**src/rtl/can_id_screen_pkg.sv**
```systemverilog
package can_id_screen_pkg;
  localparam int ID_BITS  = 11;
  localparam int CFG_W    = 32;
  localparam int CODE_LSB = 16;
  localparam int CNT_W    = $clog2(ID_BITS + 1);
endpackage

```
**src/rtl/can_id_collect.sv**
```systemverilog
module can_id_collect #(
  parameter int ID_W  = can_id_screen_pkg::ID_BITS,
  parameter int CNT_W = can_id_screen_pkg::CNT_W
) (
  input  logic            clk,
  input  logic            rst_n,
  input  logic            sof_i,
  input  logic            bit_vld_i,
  input  logic            bit_i,
  output logic [ID_W-1:0] id_next_o,
  output logic            last_o
);
  logic [CNT_W-1:0] cnt_q, cnt_d;
  logic [ID_W-1:0]  id_q, id_d;
  logic             take;
  logic             reg_en;

  // a bit is taken only while the field is incomplete and no restart is pending
  assign take   = bit_vld_i && !sof_i && (cnt_q < CNT_W'(ID_W));
  assign reg_en = sof_i || take;

  // bit k of the field holds the k-th arrived bit
  for (genvar gi = 0; gi < ID_W; gi++) begin : g_slot
    always_comb begin
      if (sof_i)
        id_d[gi] = 1'b0;
      else if (take && (cnt_q == CNT_W'(gi)))
        id_d[gi] = bit_i;
      else
        id_d[gi] = id_q[gi];
    end
  end

  always_comb begin
    cnt_d = cnt_q;
    if (sof_i)
      cnt_d = '0;
    else if (take)
      cnt_d = cnt_q + CNT_W'(1);
  end

  always_ff @(posedge clk or negedge rst_n) begin
    if (!rst_n) begin
      cnt_q <= '0;
      id_q  <= '0;
    end else if (reg_en) begin
      cnt_q <= cnt_d;
      id_q  <= id_d;
    end
  end

  assign id_next_o = id_d;
  assign last_o    = take && (cnt_q == CNT_W'(ID_W - 1));

  // counter saturates after the final identifier bit; later bits are dropped
  assert_cnt_sat_R5: assert property (@(posedge clk) disable iff (!rst_n)
    last_o |=> (cnt_q == CNT_W'(ID_W)));
  assert_cnt_bound_R5: assert property (@(posedge clk) disable iff (!rst_n)
    (cnt_q <= CNT_W'(ID_W)));
  assert_restart_R7: assert property (@(posedge clk) disable iff (!rst_n)
    sof_i |=> (cnt_q == '0));
endmodule

```
**src/rtl/can_id_match.sv**
```systemverilog
module can_id_match #(
  parameter int W = can_id_screen_pkg::ID_BITS
) (
  input  logic [W-1:0] id_i,
  input  logic [W-1:0] mask_i,
  input  logic [W-1:0] code_i,
  output logic         hit_o
);
  logic [W-1:0] miss;

  for (genvar gi = 0; gi < W; gi++) begin : g_bit
    assign miss[gi] = (id_i[gi] & mask_i[gi]) ^ code_i[gi];
  end

  assign hit_o = ~|miss;
endmodule

```
**src/rtl/can_id_decide.sv**
```systemverilog
module can_id_decide (
  input  logic clk,
  input  logic rst_n,
  input  logic sof_i,
  input  logic own_tx_i,
  input  logic last_i,
  input  logic filt_hit_i,
  input  logic trig_hit_i,
  input  logic frame_ok_i,
  output logic decided_o,
  output logic accept_o,
  output logic trig_o,
  output logic commit_o
);
  logic own_q, own_d;
  logic dec_q, dec_d;
  logic acc_q, acc_d;
  logic trg_q, trg_d;
  logic cmt_q, cmt_d;
  logic dec_en;

  assign dec_en = sof_i || last_i;

  always_comb begin
    own_d = own_q;
    dec_d = dec_q;
    acc_d = acc_q;
    if (sof_i) begin
      own_d = own_tx_i;
      dec_d = 1'b0;
      acc_d = 1'b0;
    end else if (last_i) begin
      dec_d = 1'b1;
      acc_d = own_q || filt_hit_i;
    end
    trg_d = last_i && trig_hit_i;
    cmt_d = frame_ok_i && dec_q && acc_q && !sof_i;
  end

  always_ff @(posedge clk or negedge rst_n) begin
    if (!rst_n) begin
      own_q <= 1'b0;
      dec_q <= 1'b0;
      acc_q <= 1'b0;
    end else if (dec_en) begin
      own_q <= own_d;
      dec_q <= dec_d;
      acc_q <= acc_d;
    end
  end

  always_ff @(posedge clk or negedge rst_n) begin
    if (!rst_n) begin
      trg_q <= 1'b0;
      cmt_q <= 1'b0;
    end else begin
      trg_q <= trg_d;
      cmt_q <= cmt_d;
    end
  end

  assign decided_o = dec_q;
  assign accept_o  = acc_q;
  assign trig_o    = trg_q;
  assign commit_o  = cmt_q;

  assert_trig_single_R6: assert property (@(posedge clk) disable iff (!rst_n)
    trig_o |=> !trig_o);
  assert_trig_at_decision_R6: assert property (@(posedge clk) disable iff (!rst_n)
    trig_o |-> (decided_o && $rose(decided_o)));
  assert_rearm_R7: assert property (@(posedge clk) disable iff (!rst_n)
    sof_i |=> (!decided_o && !accept_o));
  assert_hold_R5: assert property (@(posedge clk) disable iff (!rst_n)
    (decided_o && !sof_i) |=> (decided_o && $stable(accept_o)));
  assert_accept_needs_decision_R4: assert property (@(posedge clk) disable iff (!rst_n)
    accept_o |-> decided_o);
  assert_commit_cause_R9: assert property (@(posedge clk) disable iff (!rst_n)
    commit_o |-> ($past(frame_ok_i) && $past(accept_o)));
endmodule

```
**src/rtl/can_id_screen.sv**
```systemverilog
module can_id_screen #(
  parameter int ID_W     = can_id_screen_pkg::ID_BITS,
  parameter int CFG_W    = can_id_screen_pkg::CFG_W,
  parameter int CODE_LSB = can_id_screen_pkg::CODE_LSB
) (
  input  logic             clk,
  input  logic             rst_n,
  input  logic             sof_i,
  input  logic             own_tx_i,
  input  logic             bit_vld_i,
  input  logic             bit_i,
  input  logic             frame_ok_i,
  input  logic [CFG_W-1:0] filt_cfg_i,
  input  logic [CFG_W-1:0] trig_cfg_i,
  output logic             accept_o,
  output logic             decided_o,
  output logic             trig_o,
  output logic             rx_commit_o
);
  localparam int CNT_W = $clog2(ID_W + 1);

  logic [ID_W-1:0] id_next;
  logic [ID_W-1:0] mask;
  logic [ID_W-1:0] code;
  logic [ID_W-1:0] pattern;
  logic [ID_W-1:0] all_ones;
  logic            last_bit;
  logic            filt_hit;
  logic            trig_hit;
  logic            unused_cfg;

  assign mask     = filt_cfg_i[ID_W-1:0];
  assign code     = filt_cfg_i[CODE_LSB +: ID_W];
  assign pattern  = trig_cfg_i[ID_W-1:0];
  assign all_ones = '1;
  assign unused_cfg = ^{filt_cfg_i[CFG_W-1:CODE_LSB+ID_W],
                        filt_cfg_i[CODE_LSB-1:ID_W],
                        trig_cfg_i[CFG_W-1:ID_W]};

  can_id_collect #(.ID_W(ID_W), .CNT_W(CNT_W)) u_collect (
    .clk       (clk),
    .rst_n     (rst_n),
    .sof_i     (sof_i),
    .bit_vld_i (bit_vld_i),
    .bit_i     (bit_i),
    .id_next_o (id_next),
    .last_o    (last_bit)
  );

  can_id_match #(.W(ID_W)) u_filter (
    .id_i   (id_next),
    .mask_i (mask),
    .code_i (code),
    .hit_o  (filt_hit)
  );

  // exact comparison: full mask, pattern as code
  can_id_match #(.W(ID_W)) u_trigger (
    .id_i   (id_next),
    .mask_i (all_ones),
    .code_i (pattern),
    .hit_o  (trig_hit)
  );

  can_id_decide u_decide (
    .clk        (clk),
    .rst_n      (rst_n),
    .sof_i      (sof_i),
    .own_tx_i   (own_tx_i),
    .last_i     (last_bit),
    .filt_hit_i (filt_hit),
    .trig_hit_i (trig_hit),
    .frame_ok_i (frame_ok_i),
    .decided_o  (decided_o),
    .accept_o   (accept_o),
    .trig_o     (trig_o),
    .commit_o   (rx_commit_o)
  );

  assert_no_commit_undecided_R10: assert property (@(posedge clk) disable iff (!rst_n)
    rx_commit_o |-> decided_o);
  assert_decide_on_last_R4: assert property (@(posedge clk) disable iff (!rst_n)
    $rose(decided_o) |-> $past(bit_vld_i));
endmodule

```
**config.mk**
```make
export PLATFORM = sky130hd
export DESIGN_NAME = can_id_screen
export DESIGN_NICKNAME = d
export VERILOG_FILES = /design/src/rtl/can_id_screen_pkg.sv /design/src/rtl/can_id_collect.sv /design/src/rtl/can_id_match.sv /design/src/rtl/can_id_decide.sv /design/src/rtl/can_id_screen.sv
export SDC_FILE = /design/constraint.sdc
export NUM_CORES = 1
export LEC_CHECK = 0
export ABC_AREA = 0
export BUFFER_PORTS_ARGS = -buffer_cell sky130_fd_sc_hd__buf_2
export CAP_MARGIN = 20
export CORE_MARGIN = 2
export CORE_UTILIZATION = 35
export CTS_CLUSTER_SIZE = 25
export DETAILED_ROUTE_END_ITERATION = 16
export MAX_ROUTING_LAYER = met4
export PLACE_DENSITY = 0.76
export SLEW_MARGIN = 10
export SYNTH_ARGS = -nofsm -noshare
export SYNTH_HDL_FRONTEND = slang
export SYNTH_SLANG_ARGS = --single-unit
```
**constraint.sdc**
```tcl
create_clock -name clk -period 2.05 [get_ports clk]
set_input_delay 0.1025 -clock clk [delete_from_list [all_inputs] [get_ports clk]]
set_output_delay 0.1025 -clock clk [all_outputs]
set_load 0.1 [all_outputs]
```
==> Word-level counts from Yosys, hierarchy flattened <==
Cells that the tools add are included.
{ "classes": {"eq_ne": 10, "addsub": 1, "order_cmp": 1, "muxes": 28, "n_bitwise": 33, "n_reduce_logical": 31} }
{ "op_table": {"columns": ["cell", "n"], "rows": [
  ["2-to-1 mux 1 bit", 26],
  ["OR reduction 11 bit", 2],
  ["XOR 1 bit", 22],
  ["logical AND 1 bit", 17],
  ["== test 4 x 3 -> 1 bit (second input constant)", 4],
  ["== test 4 bit (second input constant)", 3],
  ["bitwise AND 1 bit", 11],
  ["== test 4 x 2 -> 1 bit (second input constant)", 2],
  ["2-to-1 mux 4 bit", 2],
  ["AND reduction 2 bit", 3],
  ["adder 4 x 1 -> 4 bit (second input constant)", 1],
  ["== test 4 x 1 -> 1 bit (second input constant)", 1],
  ["zero test 4 bit", 1],
  ["less-than comparator 4 bit (second input constant)", 1],
  ["nonzero test 2 bit", 2],
  ["zero test 1 bit", 3],
  ["logical OR 1 bit", 3]
]} }
{ "totals": {"elab_cells": 111, "out_inout_bits": 4, "in_bits": 71, "ff_bits": 20} }

==> Longest topological paths before layout <==
Gate-level depths: netlist of run 1.
{ "depth": {"word_depth": 13, "depth_mapped": 8, "depth_no_buf": 8} }

==> By module <==
From an unflattened synthesis of run 1, not the netlist that was laid out.
{ "unflattened": {"cells_unflattened": 154, "hier_area_um2": 1502.7} }
{ "by_module_without_submodules": {"columns": ["module", "n_inst", "seq_area_each_um2", "cells_per_inst", "area_per_inst_um2"], "rows": [
  ["can_id_collect", 1, 375.4, 88, 992.2],
  ["can_id_match", 2, 0.0, 26, 165.2],
  ["can_id_decide", 1, 125.1, 13, 176.4],
  ["can_id_screen", 1, 0.0, 1, 3.8]
]} }

==> Worst setup path after synthesis of run 1 <==
No wires, ideal clock.
{ "synth_timing": {"kind": "reg-to-reg", "from": "register u_collect.cnt_q[1]", "to": "register u_decide.acc_q (netlist: u_decide.accept_o)", "t_required_ps": 1958, "setup_slack_ps": -96, "arrival_time_ps": 2054, "period_less_slack_ps": 2146, "path_stages_with_launch": 9, "path_cell_list": "dfrtp_1 inv_1 ha_1 and4bb_4 mux2i_4 nor3b_1 xor2_1 or4_4 o31ai_2"} }
{ "synth_between": {"elab_chain_cells": 12, "word_cells_on_any_way": 76, "cone_classes": "order compare: 1; eq/ne: 10; mux: 24; bitwise: 22; reduce/logical: 19"} }
{ "synth_rtl": {"columns": ["element", "line_no", "text"], "rows": [
  ["from (decl)", "can_id_collect.sv:13", "logic [CNT_W-1:0] cnt_q, cnt_d;"],
  ["from (signal assigned)", "can_id_collect.sv:47", "cnt_q <= cnt_d;"],
  ["less-than comparator 4 bit", "can_id_collect.sv:19", "assign take = bit_vld_i && !sof_i && (cnt_q < CNT_W'(ID_W));"],
  ["logical AND 1 bit", "can_id_collect.sv:19", null],
  ["logical AND 1 bit, on equally long branches", "can_id_collect.sv:27, can_id_collect.sv:53", null],
  ["2-to-1 mux 1 bit", "can_id_collect.sv:27", "else if (take && (cnt_q == CNT_W'(gi)))"],
  ["2-to-1 mux 1 bit", "can_id_collect.sv:25", "if (sof_i)"],
  ["bitwise AND 1 bit", "can_id_match.sv:12", "assign miss[gi] = (id_i[gi] & mask_i[gi]) ^ code_i[gi];"],
  ["XOR 1 bit", "can_id_match.sv:12", null],
  ["OR reduction 11 bit", "can_id_match.sv:15", "assign hit_o = ~|miss;"],
  ["zero test 1 bit", "can_id_match.sv:15", null],
  ["logical OR 1 bit", "can_id_decide.sv:34", "acc_d = own_q || filt_hit_i;"],
  ["2-to-1 mux 1 bit", "can_id_decide.sv:32", "end else if (last_i) begin"],
  ["2-to-1 mux 1 bit", "can_id_decide.sv:28", "if (sof_i) begin"],
  ["to (signal assigned)", "can_id_decide.sv:44", "acc_q <= 1'b0;"],
  ["to (signal assigned)", "can_id_decide.sv:48", "acc_q <= acc_d;"],
  ["to (decl)", "can_id_decide.sv:17", "logic acc_q, acc_d;"]
]} }
Several ways; a longest one is shown, not always the timed one. The select of a mux whose other input is x is not followed.
A chain may end at the register's enable or synchronous reset.

==> Worst setup path after layout of run 1 <==
{ "layout_timing": {"from": "register u_collect.cnt_q[0]", "to": "register u_decide.acc_q (netlist: u_decide.accept_o)"} }
Same word-level chain as after synthesis.

==> impl_metrics.toml, run 1 <==
[timing]
finalCritPeriodShare_pct = 104.8
hold_slack_ps = 50.92
slew_viol_final = 0
min_period_ps = 2149
max_freq_mhz = 465.3
clock_skew_ps = 4.146
rsz0062_at_grt = "yes"
slew-limit-headroom_pct = 68.88
setup_viol = 2
fin_ws_ps = -99.19
tightest_slew_ps = 457.7
finalHoldViolCount = 0

[floorplanning]
rows = 22
die_area_sq_mm = 0.004492
ios = 75
core_sq_mm = 0.003744
fp.dieW_um = 67.02
dieHeight_um = 67.02
start_util_pct = 37.13

[worst_setup_path]
critPathArrivalTime_ps = 2330
startpoint_type = "register"
r2r_end = "u_decide.accept_o$_DFFE_PN0N_"
reg2regPathDepth = 8
path_delay_family = "simple AND/OR/NAND/NOR gates"
path_cells = "inv_2, ha_4, and4bb_1, mux2i_2, nor3b_2, xor2_1, or4_4, o31ai_2"
r2r_slack_ps = -100
cp.buffers_inverters = 1
cpMaxStageDelayCell = "or4_4"
rr_startpoint = "u_collect.cnt_q[0]$_DFFE_PN0P_"
slowest_delay_ps = 510
critPathKind = "reg2reg"
required_ps = 2240
end_kind = "register"
worstPathMaxFanout = 4

[yosys]
syn_inst = 146
synth_top_area_share_pct = 34.20
syn_nets = 221
synth_edf_count = 0
ys_seq_area_share_pct = 34.20
synthArstFlopShare_pct = 100.0
synth_cell_types = 42
syn-cell-area_sq_mm = 0.001390
netlist_top_cells_area = "dfrtp_1 34%, xnor2_1 6.9%, xor2_1 4.4%"
yosysTopAreaCell = "dfrtp_1"
synth-seq-cells = 19
synth_ff_type = "dfrtp_1"
ys_warn_count = 0
avgSynthCellArea_sq_um = 9.521

[clocking]
numCtsBuffers = 3
clk_root_buffer_cell = "clkbuf_8"
htree_levels = 1
clockBufferDepth = 2
cts_tree = "built"
path_clk_slew_ps = 80
clock-sinks = 19
clkLatencyLatePin_ps = 270

[run]
drv_cap = 0

[global_routing]
grt_pass1_vias = 1266
grt_usage_pct = 18.66
grt.met2_usage_pct = 31.56
grt_max_degree = 20
busiest_layer = "met2"
grt_pass1_wl_mm = 5.975
grt_use_met1_pct = 22.68
antenna_found_initial = 0
use_met3_pct = 2.365
overflow = 0

[worst_hold_path]
holdPathEnd = "u_decide.commit_o$_DFF_PN0_"
min_path_type = "in2reg"
worstHoldStart = "frame_ok_i"
min_path_cells = 3

[power_and_ir_drop]
p_int_uw = 629.5
seqPwrFrac_pct = 44.8
p_leak_nw = 0.8636
p_sw_share_pct = 27.90
clockPowerShare_pct = 31.2
power_density_mw_per_mm2 = 453.4
switchingPower_uw = 243.6
ir_drop_mv = 0.2305
power_frac_comb_pct = 24.0

[final_layout]
finalInstanceArea_sq_mm = 0.001926
final_common_cell = "buf_2"
final_cell_mix = "43 x buf_2, 23 x buf_4, 19 x dfrtp_1"
antenna-diode-count = 0
fin_util_pct = 51.44
nets = 285
areaGrowthSynthToFinish_pct = 38.52
drive_above_1_share_pct = 43.54

[outcome]
status = "complete, but fails checks"
violations = "negative setup slack"

[detailed_routing]
wl_per_cell_um = 14.60
ant_nets = 0
dr.first_iter.drc_count = 29
drt-pass1-iter-count = 4
drcViolationCount = 0
drt-total-wl_mm = 3.751
via_count = 1291
drt-vias-per-instance = 5.023

[place]
dp_hpwl_mm = 2.665
place.gp.congestion = 0.8656
placed_area_sq_mm = 0.001742
portBuffers = 43
==> layer usage <==
| metal | wire length, um | part of all wire [%] |
|---|---|---|
| met3 | 164 | 4.4 |
| met1 | 1632 | 44 |
| met5 | 0 | 0 |
| met4 | 69 | 1.8 |
| met2 | 1884 | 50 |
==> worst reg2reg max path: cells and delay by family (launching register included) <==
family / cells / cell delay, ps
XOR/XNOR: 1 / 140
adder cells (fa/ha/maj): 1 / 130
multiplexers: 1 / 260
buffers and inverters: 1 / 100
AND/OR/NAND/NOR: 3 / 830
flip-flops: 1 / 430
AO/OA/AOI/OAI: 1 / 170
==> registers in the layout, summed over array words and instances, names as in the netlist <==
signal              count
u_collect.cnt_q         4
u_collect.id_q         10
u_decide.accept_o       1
u_decide.commit_o       1
u_decide.decided_o      1
u_decide.own_q          1
u_decide.trig_o         1
==> layout make-up <==
cell class	count	area, sq um
multi-input combinational	108	904.6
tap	48	60.06
inverter	11	41.29
timing repair buffer	67	397.9
clock inverter	1	5.005
sequential	19	475.5
clock buffer	3	41.29
fill	373	1818
==> cell usage after synthesis (4+ instances only) <==
library cell / instances
mux2i_1: 6
nand2_1: 6
a21oi_1: 7
nand3_1: 4
nand2b_1: 5
dfrtp_1: 19
xnor2_1: 11
o21ai_0: 6
buf_2: 4
ha_1: 4
xor2_1: 7
nand3b_1: 4
nor2_1: 10
inv_1: 11
==> repair_timing <==
| item | 4_1_cts | 5_1_grt |
|---|---|---|
| hold buffers | 1 | 0 |
| gates resized for setup | 3 | 10 |
| endpoints found under the hold margin | 19 | 0 |
| buffers inserted | 7 | 1 |
| pin swaps | 1 | 4 |
| setup endpoints to repair | 2 | 3 |
==> worst max path at each step <==
stage,slack [ps],cells after the start,end,start
CTS,-110,8,u_decide.accept_o$_DFFE_PN0N_,u_collect.cnt_q[0]$_DFFE_PN0P_
global placement,-70,8,u_decide.accept_o$_DFFE_PN0N_,u_collect.cnt_q[0]$_DFFE_PN0P_
floorplan,0.08,8,u_decide.accept_o$_DFFE_PN0N_,u_collect.cnt_q[1]$_DFFE_PN0P_
detailed placement,-90,8,u_decide.accept_o$_DFFE_PN0N_,u_collect.cnt_q[0]$_DFFE_PN0P_
global route,-190,7,u_decide.trig_o$_DFF_PN0_,u_collect.cnt_q[0]$_DFFE_PN0P_
finish,-100,8,u_decide.accept_o$_DFFE_PN0N_,u_collect.cnt_q[0]$_DFFE_PN0P_
==> per-stage QoR <==
stage	worst slack [ps]	std cells	TNS, ps	total power, mW
floorplan	0.08193	146	0	0.4909
global placement	-67.01	244	-129.0	0.5763
detailed placement	-92.16	244	-162.8	0.5791
CTS	-111.7	256	-214.0	0.8706
global route	-189.7	257	-372.4	0.9211
finish	-99.19	257	-152.8	0.8731
==> power groups by stage <==
| stage | registers, mW | clock network, mW | logic [mW] |
|---|---|---|---|
| final | 0.391 | 0.273 | 0.210 |
| after detailed placement | 0.397 | 0 | 0.182 |
| after CTS | 0.390 | 0.282 | 0.199 |
| after global placement | 0.397 | 0 | 0.180 |
| after floorplan | 0.396 | 0 | 0.0945 |
| after global routing | 0.392 | 0.299 | 0.231 |
==> kinds of logic after synthesis <==
logic type	synth area share (%)
and+or+nand+nor	24.12
AOI/OAI and AO/OA	11.70
buffers and inverters	6.300
DFF	34.20
xor gates and xnor gates	11.34
muxes	8.731
adders and majority gates	3.601
(Power assumes the default switching activity.)
==> inputs of run 2 (changes only) <==
Settings changed: PLACE_DENSITY 0.76 to 0.73.
Clock period 2.05 ns to 2.5 ns, I/O delays scaled along.
==> impl_metrics.toml, run 2 (synthesized netlist as in run 1, its figures left out) <==
[worst_hold_path]
worstHoldStart = "frame_ok_i"
min_path_type = "in2reg"

[power_and_ir_drop]
ir_drop_mv = 0.1743
p_leak_nw = 0.7685
power_density_mw_per_mm2 = 395.8

[clocking]
clockBufferDepth = 2
cts_tree = "built"
clk_root_buffer_cell = "clkbuf_8"
clkLatencyLatePin_ps = 260
clock-sinks = 19
numCtsBuffers = 3
htree_levels = 1
cts_setup_buffers = 0
path_clk_slew_ps = 70

[detailed_routing]
drt-met1-wl_mm = 1.452
drt-pass1-iter-count = 5
wl_met3_um = 134
dr_wl_met2_mm = 1.559
drt-total-wl_mm = 3.194
wl_per_cell_um = 13.42
drt-vias-per-instance = 5.042
via_count = 1200
dr.first_iter.drc_count = 51
ant_nets = 0
routed.top_layer = "met4"
drcViolationCount = 0

[worst_setup_path]
worstPathMaxFanout = 5
critPathArrivalTime_ps = 2460
required_ps = 2680
startpoint_type = "register"
path_delay_family = "simple AND/OR/NAND/NOR gates"
cp.buffers_inverters = 1
path_cells = "inv_1, ha_1, and4bb_4, mux2i_4, nor3b_1, xor2_1, or4_4, o31ai_2"
rr_startpoint = "u_collect.cnt_q[1]$_DFFE_PN0P_"
critPathKind = "reg2reg"
slowest_delay_ps = 500
cpMaxStageDelayCell = "or4_4"
end_kind = "register"
critPathLaunch = "u_collect.cnt_q[1]$_DFFE_PN0P_"

[floorplanning]
fp.dieW_um = 67.02
ios = 75
core_sq_mm = 0.003744
dieHeight_um = 67.02
die_area_sq_mm = 0.004492
start_util_pct = 37.13
rows = 22

[global_routing]
grt_max_degree = 23
antenna_found_initial = 0
grt_usage_pct = 16.24
grt_pass1_wl_mm = 5.326
overflow = 0
grt_pass1_vias = 1185

[timing]
clock_skew_ps = 1.420
finalHoldViolCount = 0
tightest_slew_ps = 485.9
min_period_ps = 2281
rsz0062_at_grt = "no"
setup_viol = 0
slew_viol_final = 0
tns_ps = 0
slew-limit-headroom_pct = 67.83
max_freq_mhz = 438.3
finalCritPeriodShare_pct = 91.25

[place]
place.gp.congestion = 0.7927
dp_hpwl_mm = 2.487
placed_cells = 233
portBuffers = 43

[final_layout]
fin_cells = 238
largest_reg_flops = 10
multiInputGateArea_sq_um = 827.0
drive_above_1_share_pct = 30.53
nFillCells = 402
antenna-diode-count = 0
nets = 266
regArea_sq_um = 475.5
top_regs = "u_collect.id_q x10, u_collect.cnt_q x4"
final_cell_mix = "43 x buf_2, 19 x dfrtp_1, 11 x inv_1, 11 x xnor2_1, 10 x nor2_1"
regMostFlops = "u_collect.id_q"
areaGrowthSynthToFinish_pct = 22.68
final_common_cell = "buf_2"

[outcome]
status = "finished clean"

[run]
drv_cap = 0
run 2: stage by stage:
| stage | utilization, % | worst slack [ps] | total power, mW | cell area [sq um] | hold slack [ps] |
|---|---|---|---|---|---|
| final | 45.55 | 218.7 | 0.6750 | 1705 | 73.97 |
| after CTS | 45.55 | 205.5 | 0.6820 | 1705 | 72.28 |
| after global routing | 45.55 | 8.425 | 0.7116 | 1705 | 76.18 |
| after detailed placement | 44.05 | 227.1 | 0.4621 | 1649 | 99.43 |
| after floorplan | - | 354.4 | 0.4006 | 1390 | -170.6 |
| after global placement | 44.05 | 227.6 | 0.4604 | 1649 | 90.05 |
run 2: final cells by class:
| type | instances | share of cell area [%] |
|---|---|---|
| Clock buffer | 3 | 2.421 |
| Timing Repair Buffer | 48 | 14.97 |
| Sequential cell | 19 | 27.88 |
| Tap cell | 48 | 3.522 |
| Clock inverter | 1 | 0.2935 |
| Multi-Input combinational cell | 108 | 48.50 |
| Inverter | 11 | 2.421 |
run 2: per-layer routing:
metal	GRT usage (%)	vias to the layer above
li1	-	608
met1	20.73	560
met2	26.36	28
met3	1.858	4
met4	6.122	0
met5	-	-
run 2: tightest hold or removal path: cells and delay by family:
kind                   cells  cell delay [ps]
buffers and inverters      1              100
and+or+nand+nor            2               80
run 2: worst paths after layout:
| kind | slack, ps | endpoint | cells past startpoint |
|---|---|---|---|
| worst max-delay path | 220 | u_decide.accept_o$_DFFE_PN0N_ | 8 |
| max in group asynchronous | 1840 | u_decide.commit_o$_DFF_PN0_ | 2 |
| min in group asynchronous | 350 | u_collect.cnt_q[3]$_DFFE_PN0P_ | 2 |
| worst max register to register | 220 | u_decide.accept_o$_DFFE_PN0N_ | 8 |
| worst min-delay path | 70 | u_decide.commit_o$_DFF_PN0_ | 3 |
| worst min register to register | 510 | u_decide.own_q$_DFFE_PN0P_ | 1 |
run 2: repair_timing:
item / in CTS / in global routing
gates resized for setup: 0 / 0
hold buffers: 1 / 0
endpoints found under the hold margin: 19 / 0
run 2: report_power, final:
group          internal [mW]  switching, mW
logic                 0.0676         0.0683
clock network          0.111          0.108
registers              0.314        0.00594
total                  0.493          0.182
